<file path="src/rtl/sdr_pkg.sv">
package sdr_pkg;

  // One bundle of DAC-side lines
  typedef struct packed {
    logic bck;
    logic dl;
    logic dr;
    logic le;
  } lane_t;

  // One processed bit slot: data, latch flag, clock enable
  typedef struct packed {
    logic dl;
    logic dr;
    logic le;
    logic en;
  } slot_t;

  // MSB inversion: only bit index 0 of a data slot
  function automatic logic fix_bit(input logic b, input int unsigned idx,
                                   input logic inv, input logic latch);
    return b ^ (inv & ~latch & (idx == 0));
  endfunction

  // Clock pulse allowed only for the first lim data bits
  function automatic logic gate_on(input int unsigned idx, input int unsigned lim,
                                   input logic latch);
    return ~latch & (idx < lim);
  endfunction

  // Saturating bit counter step
  function automatic int unsigned sat_step(input int unsigned c, input int unsigned top);
    return (c >= top) ? top : c + 1;
  endfunction

endpackage

</file>
<file path="src/rtl/sdr_capture.sv">
module sdr_capture
  import sdr_pkg::*;
(
  input  logic       clk,
  input  logic       rst_n,
  input  lane_t      raw,
  output logic [2:0] cap_d,
  output logic       rise
);
  lane_t s1;
  logic  b2;

  always_ff @(posedge clk) begin
    if (!rst_n) begin
      s1 <= '0;
      b2 <= 1'b0;
    end else begin
      s1 <= raw;
      b2 <= s1.bck;
    end
  end

  // bit slot boundary: sampled bit clock just went high
  assign rise  = s1.bck & ~b2;
  assign cap_d = {s1.dl, s1.dr, s1.le};
endmodule

</file>
<file path="src/rtl/sdr_framer.sv">
module sdr_framer
  import sdr_pkg::*;
#(
  parameter int unsigned DAC_W    = 16,
  parameter int unsigned MAX_BITS = 32
) (
  input  logic       clk,
  input  logic       rst_n,
  input  logic [2:0] cap_d,
  input  logic       rise,
  input  logic       twos,
  output slot_t      slot,
  output logic       strobe
);
  localparam int unsigned CNT_W = $clog2(MAX_BITS + 1);

  logic [CNT_W-1:0] cnt;
  int unsigned      idx;
  slot_t            nxt;
  logic             c_le;

  assign idx  = 32'(cnt);
  assign c_le = cap_d[0];

  always_comb begin
    nxt.dl = fix_bit(cap_d[2], idx, twos, c_le);
    nxt.dr = fix_bit(cap_d[1], idx, twos, c_le);
    nxt.le = c_le;
    nxt.en = gate_on(idx, DAC_W, c_le);
  end

  always_ff @(posedge clk) begin
    if (!rst_n) begin
      cnt    <= '0;
      slot   <= '0;
      strobe <= 1'b0;
    end else begin
      strobe <= rise;
      if (rise) begin
        slot <= nxt;
        cnt  <= c_le ? '0 : CNT_W'(sat_step(idx, MAX_BITS));
      end
    end
  end
endmodule

</file>
<file path="src/rtl/sdr_align.sv">
module sdr_align
  import sdr_pkg::*;
(
  input  logic  clk,
  input  logic  rst_n,
  input  slot_t slot,
  input  logic  strobe,
  input  logic  deep,
  output lane_t dac
);
  logic       bck_g;
  logic       bck_h;
  logic [2:0] dh;
  lane_t      nxt;
  lane_t      stg_a;

  assign nxt = '{bck: bck_h, dl: dh[2], dr: dh[1], le: dh[0]};

  always_ff @(posedge clk) begin
    if (!rst_n) begin
      bck_g <= 1'b0;
      bck_h <= 1'b0;
      dh    <= '0;
      stg_a <= '0;
      dac   <= '0;
    end else begin
      bck_g <= strobe & slot.en;         // clock pulse at slot middle
      bck_h <= bck_g;                    // one more period: data leads clock
      dh    <= {slot.dl, slot.dr, slot.le}; // half-bit retime flop
      stg_a <= nxt;
      dac   <= deep ? stg_a : nxt;
    end
  end

  // rebuilt clock pulses last one master-clock cycle
  a_r3_one_cycle_pulse: assert property (@(posedge clk) disable iff (!rst_n)
    dac.bck |=> !dac.bck);

  // data and latch hold still while the DAC clock is high
  a_r2_data_hold: assert property (@(posedge clk) disable iff (!rst_n)
    dac.bck |-> ($stable(dac.dl) && $stable(dac.dr) && $stable(dac.le)));
endmodule

</file>
<file path="src/rtl/sdr_fdiv.sv">
module sdr_fdiv (
  input  logic clk,
  input  logic rst_n,
  input  logic inv,
  output logic fclk
);
  logic tg;
  logic run1;
  logic run2;

  always_ff @(posedge clk) begin
    if (!rst_n) begin
      tg   <= 1'b0;
      fclk <= 1'b0;
      run1 <= 1'b0;
      run2 <= 1'b0;
    end else begin
      tg   <= ~tg;
      fclk <= tg ^ inv;
      run1 <= 1'b1;
      run2 <= run1;
    end
  end

  // divided clock changes level every edge once running
  a_r8_toggle: assert property (@(posedge clk) disable iff (!rst_n)
    run2 |-> (fclk != $past(fclk)));
endmodule

</file>
<file path="src/rtl/sim_dac_retimer.sv">
module sim_dac_retimer
  import sdr_pkg::*;
#(
  parameter int unsigned DAC_W    = 16,
  parameter int unsigned MAX_BITS = 32
) (
  input  logic mclk,
  input  logic rst_n,
  input  logic bck_in,
  input  logic dat_l_in,
  input  logic dat_r_in,
  input  logic le_in,
  input  logic twos_comp,
  input  logic deep_sync,
  input  logic div_inv,
  output logic bck_out,
  output logic dat_l_out,
  output logic dat_r_out,
  output logic le_out,
  output logic fclk_out
);
  localparam int unsigned PW = $clog2(DAC_W + 1);

  lane_t      raw;
  logic [2:0] cap_d;
  logic       rise;
  slot_t      slot;
  logic       strobe;
  lane_t      dac;

  assign raw = '{bck: bck_in, dl: dat_l_in, dr: dat_r_in, le: le_in};

  sdr_capture i_cap (
    .clk(mclk), .rst_n(rst_n), .raw(raw), .cap_d(cap_d), .rise(rise)
  );

  sdr_framer #(.DAC_W(DAC_W), .MAX_BITS(MAX_BITS)) i_frm (
    .clk(mclk), .rst_n(rst_n), .cap_d(cap_d), .rise(rise), .twos(twos_comp),
    .slot(slot), .strobe(strobe)
  );

  sdr_align i_aln (
    .clk(mclk), .rst_n(rst_n), .slot(slot), .strobe(strobe), .deep(deep_sync),
    .dac(dac)
  );

  sdr_fdiv i_div (
    .clk(mclk), .rst_n(rst_n), .inv(div_inv), .fclk(fclk_out)
  );

  assign bck_out   = dac.bck;
  assign dat_l_out = dac.dl;
  assign dat_r_out = dac.dr;
  assign le_out    = dac.le;

  // pulses seen by the DAC since its last latch
  logic [PW-1:0] pcnt;
  always_ff @(posedge mclk) begin
    if (!rst_n)                       pcnt <= '0;
    else if (le_out)                  pcnt <= '0;
    else if (bck_out && 32'(pcnt) < DAC_W) pcnt <= pcnt + 1'b1;
  end

  // never more than DAC_W clock pulses per word
  a_r5_trunc: assert property (@(posedge mclk) disable iff (!rst_n)
    bck_out |-> (32'(pcnt) < DAC_W));

  // no clock pulse during the latch slot
  a_r6_latch_quiet: assert property (@(posedge mclk) disable iff (!rst_n)
    le_out |-> !bck_out);

  // reset drives every output low
  a_r1_reset_low: assert property (@(posedge mclk)
    !rst_n |=> (!bck_out && !dat_l_out && !dat_r_out && !le_out && !fclk_out));
endmodule

</file>
<file path="config.mk">
export PLATFORM = sky130hd
export DESIGN_NAME = sim_dac_retimer
export DESIGN_NICKNAME = d
export VERILOG_FILES = /design/src/rtl/sdr_pkg.sv /design/src/rtl/sdr_capture.sv /design/src/rtl/sdr_framer.sv /design/src/rtl/sdr_align.sv /design/src/rtl/sdr_fdiv.sv /design/src/rtl/sim_dac_retimer.sv
export SDC_FILE = /design/constraint.sdc
export NUM_CORES = 1
export LEC_CHECK = 0
export BUFFER_PORTS_ARGS = -buffer_cell sky130_fd_sc_hd__buf_2
export CORE_ASPECT_RATIO = 1.1
export CORE_MARGIN = 2
export CORE_UTILIZATION = 45
export CTS_CLUSTER_SIZE = 24
export DETAILED_ROUTE_END_ITERATION = 7
export SLEW_MARGIN = 20
export SYNTH_ARGS = -nofsm -noshare
export SYNTH_HDL_FRONTEND = slang
export SYNTH_SLANG_ARGS = --single-unit
</file>
<file path="constraint.sdc">
create_clock -name mclk -period 1.45 [get_ports mclk]
set_input_delay 0.2175 -clock mclk [delete_from_list [all_inputs] [get_ports mclk]]
set_output_delay 0.2175 -clock mclk [all_outputs]
set_load 0.02 [all_outputs]
</file>
==> impl_metrics.env, run 1 <==
export IMPL_outcome="completed"
export IMPL_synthCells=110
export IMPL_num_nets_final=137
export IMPL_holdWs_ps=107
export IMPL_p_switching_w=0.000326
export IMPL_area_delta_synth_final_pct=13.1
export IMPL_yosysWarningCount=0
export IMPL_first_pass_iters=4
export IMPL_synthDistinctLibCells=25
export IMPL_cts_buffers=5
export IMPL_ant_nets=0
export IMPL_port_buffers=13
export IMPL_track_usage_pct=13.8
export IMPL_fin_setup_tns_ps=0
export IMPL_fp_coreArea_sq_um=2300
export IMPL_syn_avg_cell_area_sq_um=10.1
export IMPL_cp_num_buf_inv=0
export IMPL_critPathLaunchType="flip-flop"
export IMPL_drt_vias_per_instance=4.84
export IMPL_clockBufferDepth=2
export IMPL_wire_per_inst_microns=10.5
export IMPL_drc_errors=0
export IMPL_hold_violations=0
export IMPL_synth_edff_count=0
export IMPL_htreeDepth=2
export IMPL_rr_worst_depth=3
export IMPL_synth_async_sr_flop_share_pct=0
export IMPL_max_cap_violations=0
export IMPL_peakVddDrop_uv=834
export IMPL_place_area_sq_um=1210
export IMPL_period_needed_ps=1300
export IMPL_end_kind="flip-flop"
export IMPL_pin_count=14
export IMPL_holdPathStages=2
export IMPL_clock_sinks=31
export IMPL_fmax_mhz=772
export IMPL_ys_seq_area_share_pct=55.9
export IMPL_max_stage_delay_ps=400
export IMPL_drt_iter0_drc=10
export IMPL_crit_arrival_ps=1540
export IMPL_clock_latency_ps=310
export IMPL_cts_clk_slew_worst_paths_ps=90
export IMPL_cts_resized=0
export IMPL_crit_type="reg -> reg"
export IMPL_cts_root_buffer="clkbuf_4"
export IMPL_grt_max_degree=20
export IMPL_grt_pass1_vias=697
export IMPL_dp_cells=149
export IMPL_drv_slew=0
export IMPL_die_y_microns=56.1
export IMPL_yosysMostFrequentCell="dfxtp_1"
export IMPL_overflow=0
export IMPL_wl_microns=1650
export IMPL_path_cells="or3_4 > or3_1 > a31oi_1"
export IMPL_yosysTopAreaCell="dfxtp_1"
export IMPL_rows=18
export IMPL_synthTopCellsByCount="31 x dfxtp_1, 16 x and2_1"
export IMPL_dr_total_vias=760
export IMPL_hold_buffers=0
export IMPL_setup_violations=0
export IMPL_synth_area_sq_um=1110
export IMPL_cp_slowest_cell="or3_4"
export IMPL_powerDensity_nw_per_um2=1140
export IMPL_slew_headroom_pct=74.4
export IMPL_rsz0062_at_grt="no"
export IMPL_combPwrFrac_pct=6.5
export IMPL_ys_seq_elements=31
export IMPL_start_util_pct=48.4
export IMPL_grt_pass1_wl_microns=2920
export IMPL_cts_tree="yes"
export IMPL_worstHoldPathType="in -> reg"
export IMPL_switching_share_pct=22.7
export IMPL_finalCritPeriodShare_pct=89.3
export IMPL_syn_nets=121
export IMPL_diodes=0
export IMPL_die_area_sq_um=2880
export IMPL_skew_ps=4.49
export IMPL_path_depth=3
export IMPL_place_gp_congestion=0.792
export IMPL_critPathTopFamily="simple AND/OR/NAND/NOR gates"
export IMPL_cellInternalPower_w=0.00111
export IMPL_fp_dieW_microns=51.4
export IMPL_required_ps=1700
export IMPL_post_cts_buffers=0
export IMPL_antenna_found_initial=0
export IMPL_dp_hpwl_microns=1140
export IMPL_total_power_w=0.00144
export IMPL_synth_top_area_share_pct=55.9
export IMPL_synth_area_leaders="dfxtp_1 56%, and2_1 9.0%, mux2i_1 4.5%, nor2b_1 3.4%, o21ai_0 2.7%"
export IMPL_drive_gt1_share_pct=17.3
export IMPL_final_cell_area_sq_um=1260
export IMPL_fin_cells=157
export IMPL_synth_top_flop_cell="dfxtp_1"
export IMPL_crit_path_max_fanout=5
export IMPL_worst_pin_slew_ps=381
export IMPL_cellLeakagePower_nw=0.527
export IMPL_p_seq_share_pct=62.0
export IMPL_clkPwrFrac_pct=31.5
-- metrics by stage --
stage                     worst slack (ps)  util, %
final                                  155     54.7
after global routing                  62.6     54.7
after CTS                              148     54.7
after detailed placement               165     52.5
after global placement                 193     52.5
after floorplan                        209        -
-- power by group through the flow --
stage / logic [W] / clock network (W) / registers [W]
floorplan: 0.0000616 / 0 / 0.000914
detailed placement: 0.0000944 / 0 / 0.000911
global route: 0.000107 / 0.000517 / 0.000896
global placement: 0.0000922 / 0 / 0.000911
CTS: 0.0000950 / 0.000473 / 0.000892
finish: 0.0000931 / 0.000453 / 0.000891
-- cell families after synthesis --
group | count (synthesis) | share of synthesized area [%]
xor+xnor | 2 | 1.58
mux | 5 | 4.50
compound gates | 16 | 8.90
flops | 31 | 55.9
fa+ha+maj | 2 | 2.25
simple gates | 43 | 23.2
buf+inv | 11 | 3.72
-- final timing paths --
path / slack [ps] / start / end
max reg2reg: 150 / i_frm.cnt[5] / i_frm.slot[3]
min: 110 / le_in / i_cap.cap_d[0]
min reg2reg: 440 / i_aln.bck_g / i_aln.bck_h
max: 150 / i_frm.cnt[5] / i_frm.slot[3]
-- state kept, by name (all words and copies together) (netlist names) --
| register | count |
|---|---|
| i_aln.dh | 3 |
| i_aln.dac | 4 |
| i_frm.cnt | 6 |
| i_frm.strobe | 1 |
| i_cap.b2 | 1 |
| i_cap.cap_d | 3 |
| i_frm.slot | 4 |
| i_aln.stg_a | 4 |
| i_aln.bck_h | 1 |
| i_cap.s1 | 1 |
| i_div.fclk | 1 |
| i_div.tg | 1 |
| i_aln.bck_g | 1 |
-- routing by layer --
layer / part of all wire, % / wire [microns] / global-route usage, % / vias to the layer above
li1: - / - / - / 397
met1: 47 / 782 / 14.9 / 344
met2: 46 / 758 / 22.3 / 15
met3: 5.1 / 84 / 7.26 / 4
met4: 1.5 / 24 / 5.64 / 0
met5: 0 / 0 / 0 / -
-- layout make-up --
class                   instances  area [sq um]
clock buffers                   7          45.0
clock inverters                 1          5.00
fillers                       229          1040
inverters                       5          18.8
multi-input cells              68           449
flip-flops and latches         31           621
well taps                      30          37.5
repair buffers                 15          80.1
-- cells in the final DEF, fill, tap and decap left out --
cell type,instances
dfxtp_1,31
and2_1,16
buf_2,13
nor2b_1,6
nand2_1,6
o21ai_0,6
inv_1,5
mux2i_1,5
clkbuf_4,5
or3_1,3
nor2_1,3
a21boi_0,2
a31oi_1,2
xor2_1,2
and3_1,2
nand3b_1,2
a21oi_1,2
o211ai_1,2
ha_1,2
clkbuf_1,2
buf_4,2
nand2b_1,1
or3_4,1
nand4bb_1,1
nand3_1,1
nand4_1,1
o41ai_1,1
o21a_1,1
clkinv_2,1
(Power assumes the default switching activity.)
==> run 2: changes to the inputs <==
--- a/config.mk
+++ b/config.mk
@@ -11,6 +11,7 @@
 export CORE_UTILIZATION = 45
 export CTS_CLUSTER_SIZE = 24
 export DETAILED_ROUTE_END_ITERATION = 7
+export PLACE_DENSITY = 0.67
 export SLEW_MARGIN = 20
 export SYNTH_ARGS = -nofsm -noshare
 export SYNTH_HDL_FRONTEND = slang
==> constraint.sdc (replaced) <==
create_clock -name mclk -period 1.1 [get_ports mclk]
set_input_delay 0.165 -clock mclk [delete_from_list [all_inputs] [get_ports mclk]]
set_output_delay 0.165 -clock mclk [all_outputs]
set_load 0.02 [all_outputs]
==> run 2 against run 1 <==
Effect of this change: the flow now finishes with violations (setup timing); non-clock buffer count is 18 higher; total power increased by 60%; worst setup slack worse by 300 ps; cell count is 11% higher; critical path depth unchanged; clock skew is 6.1 ps higher; clock power rose by 100%.
==> impl_metrics.env, run 2 (synthesized netlist as in run 1, its figures left out) <==
export IMPL_crit_arrival_ps=1510
export IMPL_drt_vias_per_instance=4.79
export IMPL_largest_reg_flops=6
export IMPL_pre_cts_ws_ps=-168
export IMPL_drive_gt1_share_pct=37.9
export IMPL_dp_cells=164
export IMPL_die_area_sq_um=2880
export IMPL_top_register="i_frm.cnt"
export IMPL_end_kind="flip-flop"
export IMPL_max_cap_violations=0
export IMPL_slew_headroom_pct=83.1
export IMPL_cts_root_buffer="clkbuf_4"
export IMPL_min_to="i_cap.cap_d[2]"
export IMPL_drt_iter0_drc=18
export IMPL_fin_cells=175
export IMPL_area_delta_synth_final_pct=34.1
export IMPL_critPathTopFamily="simple AND/OR/NAND/NOR gates"
export IMPL_htreeDepth=2
export IMPL_outcome="finished with violations"
export IMPL_grt_max_degree=18
export IMPL_clock_latency_ps=330
export IMPL_start_util_pct=48.4
export IMPL_wire_per_inst_microns=12.3
export IMPL_powerDensity_nw_per_um2=1540
export IMPL_setup_slack_ps=-145
export IMPL_max_stage_delay_ps=380
export IMPL_final_cell_mix="26 x dfxtp_1, 18 x buf_4, 16 x and2_1"
export IMPL_final_util_pct=64.9
export IMPL_routed_top_layer="met4"
export IMPL_pin_count=14
export IMPL_wl_met2_microns=1150
export IMPL_first_pass_iters=4
export IMPL_dr_total_vias=839
export IMPL_peakVddDrop_uv=999
export IMPL_wl_microns=2160
export IMPL_critPathLaunchType="flip-flop"
export IMPL_diodes=0
export IMPL_r2r_slack_ps=-140
export IMPL_hold_start="dat_l_in"
export IMPL_cp_slowest_cell="or3_4"
export IMPL_cellLeakagePower_nw=0.643
export IMPL_crit_path_max_fanout=3
export IMPL_grt_pass1_wl_microns=3310
export IMPL_path_cells="or3_4 > or3_1 > a31oi_1"
export IMPL_area_sequential_sq_um=627
export IMPL_crit_type="reg -> reg"
export IMPL_clkPwrFrac_pct=40.4
export IMPL_clock_sinks=31
export IMPL_track_usage_pct=16.0
export IMPL_worstHoldPathType="in -> reg"
export IMPL_r2r_start="i_frm.cnt[5]"
export IMPL_hold_buffers=0
export IMPL_fill_cells=203
export IMPL_drv_slew=0
export IMPL_cellInternalPower_w=0.00180
export IMPL_cts_clk_slew_worst_paths_ps=90
export IMPL_failed_checks="setup timing"
export IMPL_cp_num_buf_inv=0
export IMPL_dp_hpwl_microns=1410
export IMPL_skew_ps=10.5
export IMPL_fmax_mhz=803
export IMPL_holdPathStages=2
export IMPL_cts_buffers=5
export IMPL_p_switching_w=0.000492
export IMPL_clockBufferDepth=2
export IMPL_rsz0062_at_grt="yes"
export IMPL_rr_worst_depth=3
export IMPL_period_needed_ps=1240
export IMPL_num_nets_final=155
export IMPL_die_y_microns=56.1
export IMPL_finalCritPeriodShare_pct=113
export IMPL_switching_share_pct=21.4
export IMPL_required_ps=1370
export IMPL_p_seq_share_pct=51.3
export IMPL_drc_errors=0
export IMPL_wl_met3_microns=101
export IMPL_hold_violations=0
export IMPL_fp_dieW_microns=51.4
export IMPL_reg2reg_to="i_frm.slot[3]"
export IMPL_holdWs_ps=30.7
export IMPL_worst_pin_slew_ps=251
export IMPL_rows=18
export IMPL_setup_violations=4
export IMPL_place_gp_congestion=0.820
export IMPL_fp_coreArea_sq_um=2300
export IMPL_cts_tree="yes"
export IMPL_port_buffers=13
export IMPL_ant_nets=0
export IMPL_met1_length_microns=855
export IMPL_multi_input_area_sq_um=498
export IMPL_antenna_found_initial=0
export IMPL_combPwrFrac_pct=8.4
export IMPL_overflow=0
export IMPL_grt_pass1_vias=823
export IMPL_final_common_cell="dfxtp_1"
-- run 2: cell types whose count changed in the layout (fill, tap and decap cells not counted), sizes merged --
| cell | before | now |
|---|---|---|
| buf | 15 | 33 |
| bufinv | 0 | 1 |
| clkbuf | 7 | 6 |
-- run 2: layout make-up --
| cell class | count | area share, % |
|---|---|---|
| flip-flops and latches | 31 | 42.1 |
| multi-input cells | 68 | 33.4 |
| repair buffers | 33 | 14.9 |
| clock buffers | 6 | 3.44 |
| well taps | 30 | 2.52 |
| clock inverters | 2 | 2.35 |
| inverters | 5 | 1.26 |
-- run 2: what timing repair did --
action,in CTS,in global routing
setup endpoints to repair,6,9
gates resized for setup,4,17
pin swaps,3,9
setup buffers,3,1
-- run 2: through the flow --
stage | area, sq um | setup TNS (ps) | total power (W)
2_1_floorplan | 1110 | -282 | 0.00129
3_3_place_gp | 1320 | -278 | 0.00135
3_5_place_dp | 1320 | -387 | 0.00136
4_1_cts | 1430 | -433 | 0.00229
5_1_grt | 1490 | -661 | 0.00238
6_report | 1490 | -450 | 0.00230
-- run 2: per-layer routing --
metal	vias up	global-route usage [%]
met5	-	0
met4	0	13.5
met3	6	5.91
met2	15	26.4
met1	385	15.3
li1	433	-
-- run 2: power groups by stage --
| stage | registers (W) | logic (W) | clock network [W] |
|---|---|---|---|
| CTS | 0.00117 | 0.000166 | 0.000945 |
| floorplan | 0.00120 | 0.0000812 | 0 |
| detailed placement | 0.00120 | 0.000162 | 0 |
| global route | 0.00118 | 0.000212 | 0.000989 |
| finish | 0.00118 | 0.000192 | 0.000927 |
| global placement | 0.00120 | 0.000156 | 0 |
-- run 2: how the worst max path moves through the flow --
| stage | from | end | slack (ps) | cells past startpoint |
|---|---|---|---|---|
| CTS | i_frm.cnt[5] | i_frm.slot[2] | -160 | 3 |
| global route | i_frm.cnt[0] | i_frm.slot[2] | -200 | 5 |
| floorplan | i_frm.cnt[5] | i_frm.slot[2] | -140 | 3 |
| finish | i_frm.cnt[5] | i_frm.slot[3] | -140 | 3 |
| global placement | i_frm.cnt[5] | i_frm.slot[2] | -130 | 3 |
| detailed placement | i_frm.cnt[5] | i_frm.slot[2] | -170 | 3 |
-- run 2: worst reg2reg max path: stages (launching register included) --
cell and delay (ps):
dfxtp_2 330, or3_4 380, or3_1 350, a31oi_1 120
==> run 3: changes to the inputs <==
--- a/config.mk
+++ b/config.mk
@@ -5,13 +5,12 @@
 export SDC_FILE = /design/constraint.sdc
 export NUM_CORES = 1
 export LEC_CHECK = 0
-export BUFFER_PORTS_ARGS = -buffer_cell sky130_fd_sc_hd__buf_2
 export CORE_ASPECT_RATIO = 1.1
 export CORE_MARGIN = 2
 export CORE_UTILIZATION = 45
 export CTS_CLUSTER_SIZE = 24
 export DETAILED_ROUTE_END_ITERATION = 7
-export PLACE_DENSITY = 0.67
+export DONT_BUFFER_PORTS = 1
 export SLEW_MARGIN = 20
 export SYNTH_ARGS = -nofsm -noshare
 export SYNTH_HDL_FRONTEND = slang
==> run 3 against run 2 <==
Effect of this change: the flow still finishes with violations (setup timing); core utilization shrank 3.2 points; clock skew grew 1.7 ps; global-route usage grew 0.97 points; clock-buffer cell count shrank 1; cell count shrank 6.9%; total power shrank 14%; critical path depth is the same; wire length shrank 1.9%; non-clock buffer count shrank 12; sequential power is essentially flat; worst setup slack lost 31 ps; critical endpoint unchanged; highest routed layer unchanged.
==> impl_metrics.env, run 3 (synthesized netlist as in run 1, its figures left out) <==
export IMPL_cellInternalPower_w=0.00149
export IMPL_pin_count=14
export IMPL_port_buffers=0
export IMPL_drv_slew=0
export IMPL_setup_violations=2
export IMPL_clkPwrFrac_pct=32.2
export IMPL_diodes=0
export IMPL_crit_path_max_fanout=3
export IMPL_grt_pass1_wl_microns=3570
export IMPL_powerDensity_nw_per_um2=1390
export IMPL_post_cts_buffers=0
export IMPL_rsz0062_at_grt="yes"
export IMPL_place_gp_congestion=0.774
export IMPL_grt_pass1_vias=835
export IMPL_largest_reg_flops=6
export IMPL_r2r_start="i_frm.cnt[4]"
export IMPL_track_usage_pct=17.0
export IMPL_clock_sinks=31
export IMPL_htreeDepth=2
export IMPL_critPathLaunchType="flip-flop"
export IMPL_fmax_mhz=784
export IMPL_reg2reg_to="i_frm.slot[3]"
export IMPL_path_cells="or3_4 > or3_1 > a31oi_1"
export IMPL_total_power_w=0.00197
export IMPL_holdPathStages=2
export IMPL_drt_iter0_drc=5
export IMPL_min_to="i_aln.dac[3]"
export IMPL_die_y_microns=56.1
export IMPL_setup_slack_ps=-175
export IMPL_cp_slowest_cell="or3_4"
export IMPL_cts_tree="yes"
export IMPL_cellLeakagePower_nw=0.586
export IMPL_worstHoldPathType="in -> reg"
export IMPL_final_util_pct=61.7
export IMPL_critPathTopFamily="simple AND/OR/NAND/NOR gates"
export IMPL_final_cell_mix="19 x dfxtp_1, 16 x and2_1, 11 x dfxtp_2"
export IMPL_ant_nets=0
export IMPL_dr_total_vias=796
export IMPL_hold_start="deep_sync"
export IMPL_hold_violations=0
export IMPL_failed_checks="setup timing"
export IMPL_crit_arrival_ps=1530
export IMPL_busiest_layer="met2"
export IMPL_rows=18
export IMPL_wl_microns=2120
export IMPL_slew_headroom_pct=66.6
export IMPL_end_kind="flip-flop"
export IMPL_met1_usage_pct=19.4
export IMPL_peakVddDrop_uv=965
export IMPL_die_area_sq_um=2880
export IMPL_drive_gt1_share_pct=30.8
export IMPL_grt_util_met2_pct=26.6
export IMPL_first_pass_iters=4
export IMPL_fp_coreArea_sq_um=2300
export IMPL_start_util_pct=48.4
export IMPL_rr_worst_depth=3
export IMPL_overflow=0
export IMPL_num_nets_final=143
export IMPL_finalCritPeriodShare_pct=116
export IMPL_antenna_found_initial=0
export IMPL_worst_pin_slew_ps=499
export IMPL_cts_buffers=5
export IMPL_wire_per_inst_microns=13.0
export IMPL_skew_ps=12.3
export IMPL_outcome="finished with violations"
export IMPL_dp_hpwl_microns=1190
export IMPL_p_seq_share_pct=60.1
export IMPL_cp_num_buf_inv=0
export IMPL_cts_root_buffer="clkbuf_4"
export IMPL_drt_vias_per_instance=4.88
export IMPL_top_register="i_frm.cnt"
export IMPL_clock_latency_ps=330
export IMPL_max_stage_delay_ps=370
export IMPL_clockBufferDepth=2
export IMPL_max_cap_violations=0
export IMPL_grt_max_degree=17
export IMPL_combPwrFrac_pct=7.8
export IMPL_final_common_cell="dfxtp_1"
export IMPL_switching_share_pct=24.6
export IMPL_fill_cells=225
export IMPL_cts_clk_slew_worst_paths_ps=100
export IMPL_drc_errors=0
export IMPL_fp_dieW_microns=51.4
export IMPL_p_switching_w=0.000485
export IMPL_crit_type="reg -> reg"
export IMPL_required_ps=1350
export IMPL_pre_cts_ws_ps=-162
export IMPL_grt_use_met3_pct=7.80
export IMPL_period_needed_ps=1280
export IMPL_r2r_slack_ps=-180
export IMPL_area_delta_synth_final_pct=27.6
export IMPL_fin_setup_tns_ps=-326
[run 3: changes by cell type in the layout (fill, tap and decap cells not counted), sizes merged]
cell         previous run  this run
buf                    33        12
bufinv                  1         0
clkbuf                  6         5
clkinv                  1         3
dlygate4sd3             0         9
[run 3: worst max path at each step]
| stage | start | end | slack (ps) | depth (start not counted) |
|---|---|---|---|---|
| after detailed placement | i_frm.cnt[5] | i_frm.slot[3] | -160 | 3 |
| after global routing | i_frm.cnt[0] | i_frm.slot[2] | -220 | 5 |
| after CTS | i_frm.cnt[5] | i_frm.slot[3] | -150 | 3 |
| final | i_frm.cnt[4] | i_frm.slot[3] | -180 | 3 |
| after floorplan | i_frm.cnt[5] | i_frm.slot[2] | -140 | 3 |
| after global placement | i_frm.cnt[5] | i_frm.slot[2] | -130 | 3 |
[run 3: repair_timing]
item,in CTS,in global routing
hold buffers,15,1
pin swaps,4,2
setup endpoints to repair,6,17
hold endpoints to repair,27,8
resized for setup,4,22
[run 3: worst register-to-register path: stages (launching register included)]
cell	delay [ps]
dfxtp_2	340
or3_4	370
or3_1	350
a31oi_1	130
[run 3: through the flow]
stage / cells / hold WS [ps] / area (sq um)
floorplan: 110 / 292 / 1110
global placement: 146 / 290 / 1220
detailed placement: 146 / 291 / 1220
CTS: 169 / 1.80 / 1430
global route: 163 / 13.6 / 1420
finish: 163 / 11.7 / 1420
[run 3: layout make-up]
class	instances	area, sq um	share of cell area [%]
clock buffer	5	37.5	2.65
clock inverter	3	15.0	1.06
inverter	5	18.8	1.32
multi-input combinational	68	483	34.1
sequential	31	638	45.0
tap	30	37.5	2.65
timing repair buffer	21	188	13.2
[run 3: routing by layer]
layer,wire (microns),up-vias
li1,-,406
met1,927,367
met2,1040,18
met3,109,5
met4,37,0
met5,0,-
[run 3: power groups by stage]
| stage | Sequential, W | Combinational (W) | Clock (W) |
|---|---|---|---|
| 2_1_floorplan | 0.00120 | 0.0000812 | 0 |
| 3_3_place_gp | 0.00121 | 0.000104 | 0 |
| 3_5_place_dp | 0.00121 | 0.000107 | 0 |
| 4_1_cts | 0.00118 | 0.000144 | 0.000654 |
| 5_1_grt | 0.00119 | 0.000172 | 0.000729 |
| 6_report | 0.00118 | 0.000153 | 0.000634 |
